===== src/rtl/twm_pkg.sv =====
package twm_pkg;

    typedef enum logic [3:0] {
        CMD_NOP     = 4'd0,
        CMD_RX_ACK  = 4'd2,
        CMD_TX      = 4'd3,
        CMD_STOP    = 4'd5,
        CMD_RX_NACK = 4'd6,
        CMD_START   = 4'd9
    } cmd_code_e;

    typedef enum logic [2:0] {
        OP_NONE,
        OP_START,
        OP_STOP,
        OP_TX,
        OP_RX_ACK,
        OP_RX_NACK
    } op_e;

    function automatic logic code_defined(input logic [3:0] c);
        case (c)
            CMD_NOP, CMD_RX_ACK, CMD_TX, CMD_STOP, CMD_RX_NACK, CMD_START: return 1'b1;
            default: return 1'b0;
        endcase
    endfunction

    function automatic op_e code_to_op(input logic [3:0] c);
        case (c)
            CMD_START:   return OP_START;
            CMD_STOP:    return OP_STOP;
            CMD_TX:      return OP_TX;
            CMD_RX_ACK:  return OP_RX_ACK;
            CMD_RX_NACK: return OP_RX_NACK;
            default:     return OP_NONE;
        endcase
    endfunction

    function automatic logic op_is_byte(input op_e o);
        return (o == OP_TX) || (o == OP_RX_ACK) || (o == OP_RX_NACK);
    endfunction

endpackage


===== src/rtl/twm_qtick.sv =====
module twm_qtick #(
    parameter int QTR = 10
) (
    input  logic clk,
    input  logic rst_n,
    input  logic run,
    output logic tick
);
    localparam int CW = $clog2(QTR + 1);

    typedef struct packed {
        logic [CW-1:0] cnt;
    } qt_t;

    qt_t qt_d, qt_q;

    assign tick = run && (qt_q.cnt == CW'(QTR - 1));

    always_comb begin
        qt_d = qt_q;
        if (!run || tick) qt_d.cnt = '0;
        else              qt_d.cnt = qt_q.cnt + 1'b1;
    end

    always_ff @(posedge clk or negedge rst_n) begin
        if (!rst_n) qt_q <= '0;
        else        qt_q <= qt_d;
    end

    // the quarter counter never passes its terminal value
    assert_qtr_bound_R10: assert property (@(posedge clk) disable iff (!rst_n)
        qt_q.cnt < CW'(QTR));

endmodule


===== src/rtl/twm_engine.sv =====
module twm_engine
    import twm_pkg::*;
(
    input  logic       clk,
    input  logic       rst_n,
    input  logic       go,
    input  op_e        go_op,
    input  logic [7:0] tx_byte,
    input  logic       sda_in,
    input  logic       tick,
    output logic       active,
    output logic       done,
    output logic       scl_oe,
    output logic       sda_oe,
    output logic [7:0] rx_byte,
    output logic       slave_ack
);
    typedef struct packed {
        logic       active;
        logic       done;
        op_e        op;
        logic [1:0] ph;
        logic [3:0] bitn;
        logic [7:0] sh;
        logic       scl_oe;
        logic       sda_oe;
        logic       ack;
    } eng_t;

    eng_t eng_d, eng_q;
    logic enter;

    // {scl_oe, sda_oe} for each quarter of START and STOP
    function automatic logic [1:0] cond_lines(input op_e op, input logic [1:0] ph);
        if (op == OP_START) begin
            case (ph)
                2'd0:    return 2'b10;
                2'd1:    return 2'b00;
                2'd2:    return 2'b01;
                default: return 2'b11;
            endcase
        end else begin
            case (ph)
                2'd0:    return 2'b11;
                2'd1:    return 2'b01;
                default: return 2'b00;
            endcase
        end
    endfunction

    function automatic logic bit_low(input op_e op, input logic [3:0] b, input logic [7:0] sh);
        if (b == 4'd8) return (op == OP_RX_ACK);
        return (op == OP_TX) ? ~sh[7] : 1'b0;
    endfunction

    always_comb begin
        eng_d      = eng_q;
        eng_d.done = 1'b0;
        enter      = 1'b0;
        if (!eng_q.active) begin
            if (go) begin
                eng_d.active = 1'b1;
                eng_d.op     = go_op;
                eng_d.ph     = 2'd0;
                eng_d.bitn   = 4'd0;
                eng_d.sh     = (go_op == OP_TX) ? tx_byte : 8'h00;
                enter        = 1'b1;
            end
        end else if (tick) begin
            enter = 1'b1;
            if (eng_q.ph == 2'd1 && op_is_byte(eng_q.op)) begin
                if (eng_q.bitn == 4'd8) begin
                    if (eng_q.op == OP_TX) eng_d.ack = ~sda_in;
                end else if (eng_q.op != OP_TX) begin
                    eng_d.sh = {eng_q.sh[6:0], sda_in};
                end
            end
            if (eng_q.ph == 2'd3) begin
                if (op_is_byte(eng_q.op) && eng_q.bitn != 4'd8) begin
                    eng_d.ph   = 2'd0;
                    eng_d.bitn = eng_q.bitn + 4'd1;
                    if (eng_q.op == OP_TX) eng_d.sh = {eng_q.sh[6:0], 1'b0};
                end else begin
                    eng_d.active = 1'b0;
                    eng_d.done   = 1'b1;
                    enter        = 1'b0;
                end
            end else begin
                eng_d.ph = eng_q.ph + 2'd1;
            end
        end
        if (enter) begin
            if (op_is_byte(eng_d.op)) begin
                eng_d.scl_oe = (eng_d.ph == 2'd0) || (eng_d.ph == 2'd3);
                if (eng_d.ph == 2'd0) eng_d.sda_oe = bit_low(eng_d.op, eng_d.bitn, eng_d.sh);
            end else begin
                {eng_d.scl_oe, eng_d.sda_oe} = cond_lines(eng_d.op, eng_d.ph);
            end
        end
    end

    always_ff @(posedge clk or negedge rst_n) begin
        if (!rst_n) eng_q <= '0;
        else        eng_q <= eng_d;
    end

    assign active    = eng_q.active;
    assign done      = eng_q.done;
    assign scl_oe    = eng_q.scl_oe;
    assign sda_oe    = eng_q.sda_oe;
    assign rx_byte   = eng_q.sh;
    assign slave_ack = eng_q.ack;

    // data line holds while the clock line stays high inside a byte
    assert_sda_quiet_R4: assert property (@(posedge clk) disable iff (!rst_n)
        (eng_q.active && op_is_byte(eng_q.op) && !eng_q.scl_oe && !$past(eng_q.scl_oe))
        |-> $stable(eng_q.sda_oe));

    // START leaves both lines held low
    assert_start_end_R2: assert property (@(posedge clk) disable iff (!rst_n)
        (eng_q.done && eng_q.op == OP_START) |-> (eng_q.scl_oe && eng_q.sda_oe));

    // STOP leaves both lines released
    assert_stop_end_R3: assert property (@(posedge clk) disable iff (!rst_n)
        (eng_q.done && eng_q.op == OP_STOP) |-> (!eng_q.scl_oe && !eng_q.sda_oe));

endmodule


===== src/rtl/twowire_cmd_master.sv =====
module twowire_cmd_master
    import twm_pkg::*;
#(
    parameter int SCL_DIV = 42
) (
    input  logic       clk,
    input  logic       rst_n,
    input  logic       ctrl_wr,
    input  logic       data_wr,
    input  logic [7:0] wr_byte,
    output logic [7:0] status,
    output logic [7:0] data_out,
    output logic       scl_oe,
    output logic       sda_oe,
    input  logic       sda_in
);
    localparam int QTR = SCL_DIV / 4;

    typedef struct packed {
        logic [7:0] data;
        logic [3:0] cmd;
        logic       busy;
        logic       err;
        logic       rxack;
        logic       txack;
    } regs_t;

    regs_t regs_d, regs_q;

    logic       go;
    op_e        go_op;
    op_e        cur_op;
    logic       tick;
    logic       eng_active;
    logic       eng_done;
    logic [7:0] rx_byte;
    logic       slave_ack;

    assign go_op  = code_to_op(wr_byte[3:0]);
    assign cur_op = code_to_op(regs_q.cmd);

    always_comb begin
        regs_d = regs_q;
        go     = 1'b0;
        if (!regs_q.busy) begin
            if (data_wr) regs_d.data = wr_byte;
            if (ctrl_wr) begin
                if (!code_defined(wr_byte[3:0])) begin
                    regs_d.err = 1'b1;
                end else begin
                    regs_d.err = 1'b0;
                    if (wr_byte[3:0] != 4'd0) begin
                        regs_d.busy = 1'b1;
                        regs_d.cmd  = wr_byte[3:0];
                        go          = 1'b1;
                    end
                end
            end
        end else if (eng_done) begin
            regs_d.busy = 1'b0;
            regs_d.cmd  = 4'd0;
            case (cur_op)
                OP_TX:      regs_d.rxack = slave_ack;
                OP_RX_ACK:  begin regs_d.data = rx_byte; regs_d.txack = 1'b1; end
                OP_RX_NACK: begin regs_d.data = rx_byte; regs_d.txack = 1'b0; end
                default:    ;
            endcase
        end
    end

    always_ff @(posedge clk or negedge rst_n) begin
        if (!rst_n) regs_q <= '0;
        else        regs_q <= regs_d;
    end

    twm_qtick #(.QTR(QTR)) qtick_i (
        .clk   (clk),
        .rst_n (rst_n),
        .run   (eng_active),
        .tick  (tick)
    );

    twm_engine engine_i (
        .clk       (clk),
        .rst_n     (rst_n),
        .go        (go),
        .go_op     (go_op),
        .tx_byte   (regs_q.data),
        .sda_in    (sda_in),
        .tick      (tick),
        .active    (eng_active),
        .done      (eng_done),
        .scl_oe    (scl_oe),
        .sda_oe    (sda_oe),
        .rx_byte   (rx_byte),
        .slave_ack (slave_ack)
    );

    assign status   = {regs_q.err, regs_q.busy, regs_q.rxack, regs_q.txack, regs_q.cmd};
    assign data_out = regs_q.data;

    // a running engine is always reported busy with its code visible
    assert_busy_view_R7: assert property (@(posedge clk) disable iff (!rst_n)
        eng_active |-> (regs_q.busy && regs_q.cmd != 4'd0));

    // registers do not move while busy, except at completion
    assert_busy_hold_R9: assert property (@(posedge clk) disable iff (!rst_n)
        (regs_q.busy && !eng_done) |=> ($stable(regs_q.cmd) && $stable(regs_q.data)));

    // the illegal flag only rises after an idle control write
    assert_err_source_R8: assert property (@(posedge clk) disable iff (!rst_n)
        $rose(regs_q.err) |-> $past(ctrl_wr && !regs_q.busy));

endmodule


===== config.mk =====
export PLATFORM = sky130hd
export DESIGN_NAME = twowire_cmd_master
export DESIGN_NICKNAME = d
export VERILOG_FILES = /design/src/rtl/twm_pkg.sv /design/src/rtl/twm_qtick.sv /design/src/rtl/twm_engine.sv /design/src/rtl/twowire_cmd_master.sv
export SDC_FILE = /design/constraint.sdc
export NUM_CORES = 1
export LEC_CHECK = 0
export BUFFER_PORTS_ARGS = -buffer_cell sky130_fd_sc_hd__buf_2
export CORE_ASPECT_RATIO = 0.75
export CORE_UTILIZATION = 60
export DETAILED_ROUTE_END_ITERATION = 8
export PLACE_DENSITY = 0.78
export SLEW_MARGIN = 20
export SYNTH_ARGS = -nofsm -noshare
export SYNTH_HDL_FRONTEND = slang
export SYNTH_SLANG_ARGS = --single-unit

===== constraint.sdc =====
create_clock -name clk -period 3.77 [get_ports clk]
set_input_delay 0.5655 -clock clk [delete_from_list [all_inputs] [get_ports clk]]
set_output_delay 0.5655 -clock clk [all_outputs]
set_load 0.05 [all_outputs]

==> run summary <==
status -> completed
DP Wirelength -> 3.65 mm
max incr delay on CP -> 580 ps
slowest cell on the critical path -> or3b_1
Leakage -> 0.00122 uW
multi-input combinational cell area -> 1240 sq um
Least-Margin Pin Slew -> 927 ps
Min-Delay Path Class -> input pin to asynchronous set/reset pin
met1 Resource Use GR -> 41.8%
CTS Buf Count -> 5
RSZ-0062 raised after global routing -> no
Resized Gates After CTS -> 0
largest net degree at the start of global routing -> 43
GP Congestion -> 0.900
Synth async-reset ratio -> 100%
Worst Path Arrival -> 2900 ps
Via Count -> 1936
Hold Slack -> 409 ps
WP buf/inv -> 0
setup violators final -> 0
TritonCTS clock tree -> built
Final Slew Violations -> 0
worst path cell trace -> or3b_1 > nor2_1 > a21oi_1 > nand2_1 > o31a_1 > ha_1 > nor3b_1 > nor3_1 > nor2_1 > a41oi_1
Fmax -> 373 MHz
delay-heaviest family, CP -> simple AND/OR/NAND/NOR gates
Worst Path Max Fanout -> 11
H-tree Lvls -> 2
max_slew headroom -> 38.2%
Critical Path RT -> 3990 ps
total gr overflow -> 0
total global-route track usage -> 26.8%
Nets -> 305
Reg area -> 1050 sq um
PwrDens -> 706 nW/um^2
Final TNS setup -> 0 ps
Clock Root Buffer -> clkbuf_8
worst setup margin -> 1090 ps
Tcrit/Tclk final -> 71.1%
Skew-Pair Late Insertion Delay -> 290 ps
postcts setup bufs -> 0
final hold viol count -> 0
antenna cell count -> 0
Starting DRT DRC Count -> 191
Post-DRT Antenna Nets -> 0
Avg Inst Size Synth -> 9.51 sq um
Initial Util -> 64.0%
Area Overhead vs Synth -> 11.8%
Die ar. -> 4240 sq um
yosys warns -> 0
number of global-route vias before repair -> 1714
drt wl/cell -> 14.9 um
DR pass1 iterations -> 4
layout cells sized above 1 -> 18.0%
worst slack, placed -> 836 ps
Main synth FF type -> dfrtp_1
synth unique cells -> 58
flops & latches, synth -> 42
die width -> 74.8 um
Final Routed Wirelength -> 5.00 mm
# IOs -> 31
clk buf depth -> 2
initial antenna violation count -> 0
MaxCap Viol Count -> 0
Port Buf Inserts -> 30
CTS hold repair buffers -> 0
Synth Cell Area -> 2390 sq um
CP endpoint kind -> register
Placeable Area -> 3730 sq um
first-pass GRT wire length -> 8.38 mm
DR vias/cell -> 5.78
Syn Inst Count -> 251
CP Class -> register to register
worst vdd ir -> 539 uV
total power -> 1880 uW
register area share after synthesis -> 44.0%
FP Rows -> 19
GRT met3 Usage -> 4.85%
Final min period -> 2680 ps
DRC violations left -> 0
crit path launch type -> register
skew final -> 6.58 ps
clk sinks -> 42
Post-synth EDFFs -> 0
grt met2 use -> 36.7%
Worst-path clk slew -> 80 ps
fill count -> 305
chip height -> 56.6 um
cell mode on critical path -> nor2_1
syn_nets -> 274
GR peak layer -> met1
stage by stage:
| stage | util (%) | cell area (sq um) | cells |
|---|---|---|---|
| detailed placement | 69.0 | 2570 | 327 |
| floorplan | - | 2390 | 251 |
| CTS | 71.5 | 2670 | 335 |
| finish | 71.5 | 2670 | 335 |
| global route | 71.5 | 2670 | 335 |
| global placement | 69.0 | 2570 | 327 |
metal layers:
metal / vias up / wire [um]
li1: 954 / -
met1: 922 / 2510
met2: 55 / 2160
met3: 5 / 273
met4: 0 / 52
met5: - / 0
layout by cell type, fill, tap and decap left out, types with 4 or more instances in the layout:
| cell | count |
|---|---|
| mux2i_1 | 5 |
| nor3b_1 | 6 |
| o21ai_0 | 12 |
| nand2_1 | 25 |
| nor2b_1 | 9 |
| a22oi_1 | 6 |
| nor2_1 | 26 |
| a21oi_1 | 24 |
| dfrtp_1 | 42 |
| buf_2 | 30 |
| nor3_1 | 4 |
| clkbuf_8 | 6 |
| a22o_1 | 4 |
| inv_1 | 15 |
| and2_1 | 4 |
| ha_1 | 10 |
worst paths after layout:
check	slack, ps	endpoint	depth (start not counted)	startpoint
max	1090	engine_i.sda_oe	10	engine_i.active
min	410	qtick_i.qt_q[0]	1	rst_n
max reg2reg	1090	engine_i.sda_oe	10	engine_i.active
min reg2reg	490	qtick_i.qt_q[0]	1	qtick_i.qt_q[0]
max in group asynchronous	2790	data_out[1]	1	rst_n
min in group clk	480	engine_i.slave_ack	2	sda_in
worst register-to-register path, cell delays in order, from the launching register on:
cell,delay (ps)
dfrtp_1,470
or3b_1,580
nor2_1,390
a21oi_1,170
nand2_1,100
o31a_1,180
ha_1,220
nor3b_1,60
nor3_1,230
nor2_1,70
a41oi_1,150
cells by family after synthesis:
group / synth area share, %
flops: 44.0
mux: 3.04
compound gates: 19.9
xor+xnor: 0.734
fa+ha+maj: 5.66
buf+inv: 4.14
simple gates: 22.5
synthesized netlist by cell type, types with 5 or more instances:
cell type  number  area share, %
dfrtp_1        42             44
a22oi_1         6            1.9
nand2_1        25            3.9
o21ai_0        12            2.5
mux2i_1         5            2.1
inv_1          15            2.4
nor3b_1         6            1.9
ha_1           10            5.2
a21oi_1        24            5.0
nor2b_1         9            2.4
nor2_1         26            4.1
state kept, by name, indices dropped and copies added, names as in the netlist:
name and flops:
engine_i.active 1, engine_i.eng_q 9, engine_i.done 1, data_out 8
status 8, engine_i.scl_oe 1, qtick_i.qt_q 4, engine_i.rx_byte 8
engine_i.sda_oe 1, engine_i.slave_ack 1
report_power, final:
| group | total, uW | internal (uW) | switching [uW] |
|---|---|---|---|
| Clock | 299 | 147 | 152 |
| Combinational | 839 | 262 | 577 |
| Sequential | 747 | 606 | 141 |
| Total | 1880 | 1010 | 870 |
area by class of cell:
| type | instances | area share, % |
|---|---|---|
| multi-input combinational | 186 | 46.3 |
| sequential | 42 | 39.4 |
| timing repair buffer | 32 | 6.19 |
| clock buffer | 6 | 3.09 |
| tap | 52 | 2.44 |
| inverter | 15 | 2.11 |
| clock inverter | 2 | 0.469 |
No activity file was read; power rests on OpenSTA's default activity.
